## src/rtl/sdclk_ratio_gen.sv

```systemverilog
module sdclk_ratio_gen #(
  parameter int               CW       = 3,
  parameter logic [CW-1:0]    RST_CODE = 3'd3
) (
  input  logic          clk,
  input  logic          rst_n,
  input  logic [CW-1:0] ratio_code,
  input  logic          start,
  output logic [1:0]    mclk_halves,
  output logic          period_start
);
  localparam int PW = $clog2((2 ** CW) + 3);

  logic          start_q, run;
  logic [CW-1:0] act_code, pend_code;
  logic [PW-1:0] pos;

  wire           start_edge = start & ~start_q;
  wire [CW-1:0]  pend_nxt   = (start_edge && ratio_code != '0) ? ratio_code : pend_code;
  wire [PW-1:0]  nhalf      = PW'(act_code) + PW'(3);
  wire [PW-1:0]  nhigh      = (nhalf + PW'(1)) >> 1;
  wire [PW-1:0]  pos1       = pos + PW'(1);
  wire [PW-1:0]  pos2       = pos + PW'(2);
  wire           wrap_mid   = (pos1 == nhalf);
  wire           wrap_end   = (pos2 == nhalf);
  wire           half0      = pos < nhigh;
  wire           half1      = wrap_mid | (pos1 < nhigh);

  assign mclk_halves  = run ? {half1, half0} : 2'b00;
  assign period_start = run & ((pos == '0) | wrap_mid);

  always_ff @(posedge clk or negedge rst_n) begin
    if (!rst_n) begin
      start_q   <= 1'b0;
      run       <= 1'b0;
      pos       <= '0;
      act_code  <= RST_CODE;
      pend_code <= RST_CODE;
    end else begin
      start_q   <= start;
      pend_code <= pend_nxt;
      if (!run) begin
        if (start_edge) begin
          run      <= 1'b1;
          act_code <= pend_nxt;
          pos      <= '0;
        end
      end else if (wrap_mid) begin
        pos      <= PW'(1);
        act_code <= pend_nxt;
      end else if (wrap_end) begin
        pos      <= '0;
        act_code <= pend_nxt;
      end else begin
        pos <= pos2;
      end
    end
  end

  a_r2_pos_in_period: assert property (@(posedge clk) disable iff (!rst_n)
    pos < nhalf);

  a_r4_no_reserved_active: assert property (@(posedge clk) disable iff (!rst_n)
    act_code != '0);

  a_r5_ratio_held_in_period: assert property (@(posedge clk) disable iff (!rst_n)
    (run && !wrap_mid && !wrap_end) |=> $stable(act_code));

  a_r6_mid_rise_strobed: assert property (@(posedge clk) disable iff (!rst_n)
    (mclk_halves == 2'b10) |-> period_start);

  a_r6_strobe_has_high: assert property (@(posedge clk) disable iff (!rst_n)
    period_start |-> (mclk_halves != 2'b00));

  a_r7_keeps_running: assert property (@(posedge clk) disable iff (!rst_n)
    run |=> run);
endmodule

```

## config.mk

```make
export PLATFORM = sky130hd
export DESIGN_NAME = sdclk_ratio_gen
export DESIGN_NICKNAME = d
export VERILOG_FILES = /design/src/rtl/sdclk_ratio_gen.sv
export SDC_FILE = /design/constraint.sdc
export NUM_CORES = 1
export LEC_CHECK = 0
export BUFFER_PORTS_ARGS = -buffer_cell sky130_fd_sc_hd__buf_4
export CAP_MARGIN = 15
export CORE_MARGIN = 1.5
export CORE_UTILIZATION = 55
export DETAILED_ROUTE_END_ITERATION = 16
export GPL_TIMING_DRIVEN = 0
export HOLD_SLACK_MARGIN = 0.05
export PLACE_DENSITY = 0.8
export SYNTH_ARGS = -nofsm -noshare
export SYNTH_HDL_FRONTEND = slang
export SYNTH_SLANG_ARGS = --single-unit
```

## constraint.sdc

```tcl
create_clock -name clk -period 2.78 [get_ports clk]
set_input_delay 0.417 -clock clk [delete_from_list [all_inputs] [get_ports clk]]
set_output_delay 0.417 -clock clk [all_outputs]
set_load 0.01 [all_outputs]
```

==> results of run 1 <==
-- area by class of cell --
type | instances | area, um^2 | share of cell area, %
multi-input cells | 66 | 619 | 54.0
clock buffers | 4 | 26.3 | 2.29
flip-flops and latches | 12 | 308 | 26.9
repair buffers | 16 | 126 | 11.0
plain buffers | 4 | 23.8 | 2.07
well taps | 16 | 20.0 | 1.75
inverters | 6 | 22.5 | 1.97
-- per-stage QoR --
step	instance area [um^2]	utilization [%]	hold WS, ps
6_report	1150	74.4	248
5_1_grt	1150	74.4	227
4_1_cts	1080	70.2	239
3_5_place_dp	1010	65.7	259
3_3_place_gp	1010	65.7	260
2_1_floorplan	933	-	121
-- repair_timing --
action                                  in CTS  in global routing
hold buffers                                 1                  0
setup buffers                                2                  5
hold endpoints to repair                     8                  0
endpoints found under the setup margin       3                  2
resized for setup                            4                  8
pin swaps                                    1                  7
-- routing by layer --
metal  wire length [um]  up-vias  GRT usage, %
li1                   -      361             -
met2               1030       20          36.5
met4                 46        0          13.3
met1                901      378          30.9
met5                  0        -             0
met3                 78        8          7.35
-- cell usage in the layout, fill, tap and decap left out, types with 2 or more instances in the layout --
cell type	instances
mux2_1	3
o21ai_1	6
a21oi_2	2
buf_4	14
inv_1	3
nor2_1	6
nand2_1	5
xnor2_1	2
nand4_1	2
a22o_1	4
clkbuf_1	3
nor3_1	2
xnor3_1	2
nor2b_1	2
ha_1	6
inv_2	3
clkbuf_4	3
dfrtp_1	6
dfstp_2	4
nand3b_1	2
dfrtp_2	2
xor2_1	3
a21boi_1	2
buf_6	2
-- kinds of logic (layout without fill, tap and decap cells) --
kind of cell | after synthesis | count (layout) | share of synthesized area, %
AOI/OAI and AO/OA | 23 | 23 | 20.8
xor gates and xnor gates | 9 | 9 | 13.0
adders and majority gates | 8 | 8 | 10.7
buffers and inverters | 10 | 30 | 4.96
DFF | 12 | 12 | 32.7
muxes | 4 | 4 | 4.83
and+or+nand+nor | 22 | 22 | 13.0
-- state kept, by name (all words and copies together), names as in the netlist --
register   flops
run            1
start_q        1
pend_code      3
pos            4
act_code       3
-- worst register-to-register path, cell delays in order (launching register included) --
cell and delay, ps:
dfstp_2 550, inv_2 50, ha_4 290, xor2_2 160
nand4_1 190, o32ai_4 450, nor3_1 150, a221o_1 340
-- path summary, 6_finish.rpt --
path / end / slack [ps] / cells after the start
max: mclk_halves[1] / 70 / 7
min reg2reg: pend_code[2] / 520 / 1
max in group asynchronous: act_code[1] / 2040 / 2
max reg2reg: pos[3] / 500 / 7
min in group asynchronous: pos[0] / 510 / 2
min: start_q / 250 / 1
==> impl_results.md, run 1 <==
- Antenna violations before repair: 0
- Largest net degree at the start of global routing: 13
- Post-synth top area cell: dfrtp_1
- Crit path required time: 2360 ps
- Final wirelength: 2.06 mm
- Buffers & Inverters on Critical Path: 2
- Synth top cells by count: 8 x dfrtp_1, 8 x ha_1, 6 x nor2_1, 5 x nand2_1, 5 x o21ai_1
- Setup WS pre-CTS: 170 ps
- Worst path cell trace: inv_2 -> ha_4 -> xor2_2 -> nand4_1 -> o32ai_4 -> o21a_1 -> buf_6
- H-tree depth: 1
- Nets: 123
- RSZ-0062 raised after global routing: yes
- Final number of setup-violating endpoints: 0
- Final setup margin: 72.6 ps
- Final std cells w/o fill: 124
- Rel. slew slack: 72.9%
- Pins over their slew limit: 0
- CP Max Fanout: 6
- CP peak stage delay: 550 ps
- Root Driver: clkbuf_4
- Total Routing Usage GR: 24.2%
- Vias in the first global route: 725
- Endpoints failing hold: 0
- Initial Util: 60.6%
- Die Wd: 44.2 um
- I/O pin cnt: 9
- # fillers: 114
- Class of the worst hold path: in2reg
- Router iterations before antenna repair: 4
- Via count: 767
- Placed Cells: 112
- Clock buffer depth: 2
- First-pass GRT wire length: 3.26 mm
- Dominant cells by area after synthesis: dfrtp_1 21%, dfstp_2 11%, ha_1 11%, xnor3_1 4.8%, a22o_1 3.8%
- Clk_lat worst skew: 280 ps
- Post-synth top area share: 21.4%
- Maxcap violations: 0
- Critical path class: reg2out
- Tightest Pin Transition: 404 ps
- Iter 0 DRT Violations: 19
- Final GP Congestion: 0.838
- Crit path launch type: register
- Share of layout cells above drive strength 1: 38.0%
- Clk_skew: 10.0 ps
- Die Y: 44.2 um
- Final ANT Viol Nets: 0
- WL/cell: 16.6 um
- Highest clock rate: 0.369 GHz
- Slowest cell on crit path: dfstp_2
- Rows: 14
- Hold Startpoint: start
- Post-Syn Area: 933 um^2
- # diodes: 0
- Period utilization: 97.4%
- Top_reg_cell synth: dfrtp_1
- Launch point of the worst reg-to-reg path: act_code[1]
- Sequential share of the synthesized area: 32.7%
- CTS tree: yes
- Layout Area Growth over Synthesis: 22.8%
- GRT overflow: 0
- Async set-reset flop share out of synthesis: 100%
- Worst setup path start: act_code[1]
- TNS Setup: 0 ps
- Core ar.: 1540 um^2
- Clock Sinks: 12
- Worst-path clk slew: 80 ps
- Top delay family on crit path: compound AO/OA/AOI/OAI gates
- Post-synth EDFFs: 0
- CTS buffer count: 3
- Net Count, Synth: 102
- Critical path arrival: 2290 ps
- Fin crit period: 2710 ps
- DP HPWL: 1.40 mm
- Post-Synthesis Cells: 88
- Critical Path Sink Type: output port
- Synthesis warning total: 0
- IO buf count: 8
- Flops & latches, synth: 12
- Die area: 1950 um^2
- DRC errors left: 0
- Count of different cell masters after synthesis: 36
- Avg Cell Area, Syn: 10.6 um^2
- Vias per cell: 6.19
- Status: completed
Power of run 1 is not shown: default switching activity piles up to over one toggle a cycle in this logic, so the estimate is an artifact.
==> inputs of run 2 (changes only) <==
--- a/config.mk
+++ b/config.mk
@@ -5,10 +5,12 @@
 export SDC_FILE = /design/constraint.sdc
 export NUM_CORES = 1
 export LEC_CHECK = 0
+export ABC_AREA = 1
 export BUFFER_PORTS_ARGS = -buffer_cell sky130_fd_sc_hd__buf_4
 export CAP_MARGIN = 15
 export CORE_MARGIN = 1.5
 export CORE_UTILIZATION = 55
+export CTS_BUF_LIST = sky130_fd_sc_hd__clkbuf_8
 export DETAILED_ROUTE_END_ITERATION = 16
 export GPL_TIMING_DRIVEN = 0
 export HOLD_SLACK_MARGIN = 0.05
==> run 2 against run 1 <==
  * Cell count up 30%
  * Critical path depth increased by 4
  * Wire length is the same
  * Hold slack better by 41 ps
  * First-iteration DRC count is 11% lower
==> impl_results.md, run 2 <==
- Die Y: 43.3 um (-2.0%)
- Clk_lat worst skew: 240 ps (-40 ps)
- Finished Core Util: 73.9% (-0.43 points)
- Post-Syn Area: 895 um^2 (-4.2%)
- Largest net degree at the start of global routing: 13 (unchanged)
- Iter 0 DRT Violations: 17 (-2)
- Endpoints failing hold: 0 (unchanged)
- Router iterations before antenna repair: 4 (unchanged)
- Root Driver: clkbuf_8
- Total Routing Usage GR: 24.2% (+0.028 points)
- Most frequent CP cell: nand2_2
- Via count: 825 (+7.6%)
- Final number of setup-violating endpoints: 0 (unchanged)
- Critical path arrival: 2330 ps (+40 ps)
- Initial Util: 59.4% (-1.2 points)
- Post-synth top area cell: dfrtp_1
- Worst path cell trace: inv_2 -> ha_4 -> nand2_2 -> nand2_2 -> nor3_2 -> xor2_1 -> ha_1 -> inv_1 -> o21ai_2 -> o31ai_2 -> buf_4
- Post-Synthesis Cells: 126 (+43%)
- Critical Path Sink Type: output port
- Crit path required time: 2360 ps (about the same)
- Setup WS pre-CTS: 204 ps (+33.6 ps)
- Die Wd: 43.3 um (-2.0%)
- Most frequent cells in the layout: 43 x nand2_1, 14 x buf_4, 13 x inv_1
- Flop2flop setup slack: 910 ps (+410 ps)
- Rel. slew slack: 78.8% (+6.0 points)
- Final GP Congestion: 0.873 (+4.2%)
- CP peak stage delay: 560 ps (about the same)
- CP Max Fanout: 4 (-2)
- Slowest cell on crit path: dfstp_2
- I/O pin cnt: 9 (unchanged)
- Largest Register: pos
- Final wirelength: 2.06 mm (unchanged)
- Pins over their slew limit: 0 (unchanged)
- Post-synth EDFFs: 0 (unchanged)
- Post-synth top area share: 22.4% (+0.93 points)
- CTS buffer count: 3 (unchanged)
- Class of the worst hold path: in2reg
- H-tree depth: 1 (unchanged)
- Layout Area Growth over Synthesis: 24.5%
- Sequential share of the synthesized area: 34.1% (+1.4 points)
- Fin crit period: 2750 ps (+37.6 ps)
- Die area: 1880 um^2 (-3.9%)
- Rows: 14 (unchanged)
- Final ANT Viol Nets: 0 (unchanged)
- Tightest Pin Transition: 318 ps (-86.5 ps)
- Synthesis warning total: 0 (unchanged)
- Flops & latches, synth: 12 (unchanged)
- Largest register FFs: 4 (unchanged)
- Synth top cells by count: 44 x nand2_1, 15 x inv_1, 8 x dfrtp_1, 8 x ha_1, 7 x nand3_1
- WL/cell: 12.8 um (-23%)
- IO buf count: 8 (unchanged)
- Final setup margin: 35.0 ps (-37.6 ps)
- Highest clock rate: 0.364 GHz (-1.4%)
- Biggest regs: pos: 4 flops, act_code: 3 flops, pend_code: 3 flops
- Nets: 160 (+30%)
- Count leader, synth: nand2_1
- GRT overflow: 0 (unchanged)
- Net Count, Synth: 140 (+37%)
- # diodes: 0 (unchanged)
- Core ar.: 1510 um^2 (-2.3%)
- Clock buffer depth: 2 (unchanged)
- Crit path launch type: register
- CTS tree: yes
- Async set-reset flop share out of synthesis: 100% (unchanged)
- Dominant cells by area after synthesis: dfrtp_1 22%, nand2_1 18%, dfstp_2 12%, ha_1 11%, inv_1 6.3%
- Avg Cell Area, Syn: 7.10 um^2 (-33%)
- Status: completed
- Share of layout cells above drive strength 1: 29.0% (-9.0 points)
- DP HPWL: 1.43 mm (+2.5%)
- Worst-path clk slew: 50 ps (-30 ps)
- Critical path class: reg2out
- Clk_skew: 3.07 ps (-6.96 ps)
- Vias in the first global route: 843 (+16%)
- Clock Sinks: 12 (unchanged)
- DRC errors left: 0 (unchanged)
- Commonest non-fill, non-tap cell in the layout: nand2_1
- Count of different cell masters after synthesis: 25 (-31%)
- Top_reg_cell synth: dfrtp_1
- Vias per cell: 5.12 (-17%)
- RSZ-0062 raised after global routing: yes
- Antenna violations before repair: 0 (unchanged)
- First-pass GRT wire length: 3.37 mm (+3.6%)
- Period utilization: 98.7% (+1.4 points)
- Maxcap violations: 0 (unchanged)
==> run 2: cell types whose count changed after synthesis, moves of 3 or more <==
cell,change
nand2_1,+39
nand3_1,+7
inv_1,+11
mux2_1,-3
nand2_2,+5
inv_2,+3
a22o_1,-4
==> run 2: layout make-up <==
| type | count | area, um^2 |
|---|---|---|
| tap | 16 | 20.0 |
| fill | 117 | 393 |
| sequential | 12 | 305 |
| buffer | 1 | 3.75 |
| timing repair buffer | 15 | 115 |
| clock buffer | 4 | 55.1 |
| multi-input combinational | 92 | 536 |
| inverter | 21 | 78.8 |
==> run 2: metal layers <==
| metal | GRT usage (%) | up-vias | routed length (um) |
|---|---|---|---|
| met3 | 7.08 | 4 | 73 |
| met5 | 0 | - | 0 |
| met4 | 9.09 | 0 | 30 |
| met2 | 40.9 | 15 | 1090 |
| met1 | 29.2 | 375 | 868 |
| li1 | - | 431 | - |
==> run 2: path summary, 6_finish.rpt <==
| kind | startpoint | endpoint | cells after the start |
|---|---|---|---|
| worst max-delay path | act_code[1] | mclk_halves[1] | 11 |
| worst min-delay path | start | start_q | 1 |
| worst max register to register | pos[1] | pos[0] | 10 |
| worst min register to register | pend_code[0] | pend_code[0] | 2 |
| max in group asynchronous | rst_n | act_code[1] | 2 |
| min in group asynchronous | rst_n | run | 2 |
==> run 2: repair_timing <==
item | in CTS | in global routing
setup endpoints to repair | 2 | 2
hold buffers | 1 | 0
hold endpoints to repair | 8 | 0
gates resized for setup | 2 | 6
setup buffers | 0 | 6
pin swaps | 0 | 7
==> run 2: worst max-delay path: cells and delay by family (launching register included) <==
family | cells | cell delay, ps
AO/OA/AOI/OAI | 2 | 260
AND/OR/NAND/NOR | 3 | 330
XOR/XNOR | 1 | 230
flip-flops | 1 | 560
adder cells (fa/ha/maj) | 2 | 420
buffers and inverters | 3 | 280
==> run 2: cell families (layout without fill, tap and decap cells) <==
family	count (synthesis)	after routing	synth area share, %
buf+inv	22	41	9.23
fa+ha+maj	8	8	11.2
flops	12	12	34.1
xor+xnor	2	2	1.96
simple gates	68	68	34.1
compound gates	14	14	9.37
==> run 2: per-stage QoR <==
step / hold slack [ps] / TNS, ps / instances / area (um^2)
final: 289 / 0 / 161 / 1110
after global routing: 289 / -73.8 / 161 / 1110
after CTS: 284 / 0 / 155 / 1060
after detailed placement: 260 / 0 / 150 / 975
after global placement: 258 / 0 / 150 / 975
after floorplan: 121 / 0 / 126 / 895
Power of run 2 is left out for the same reason.
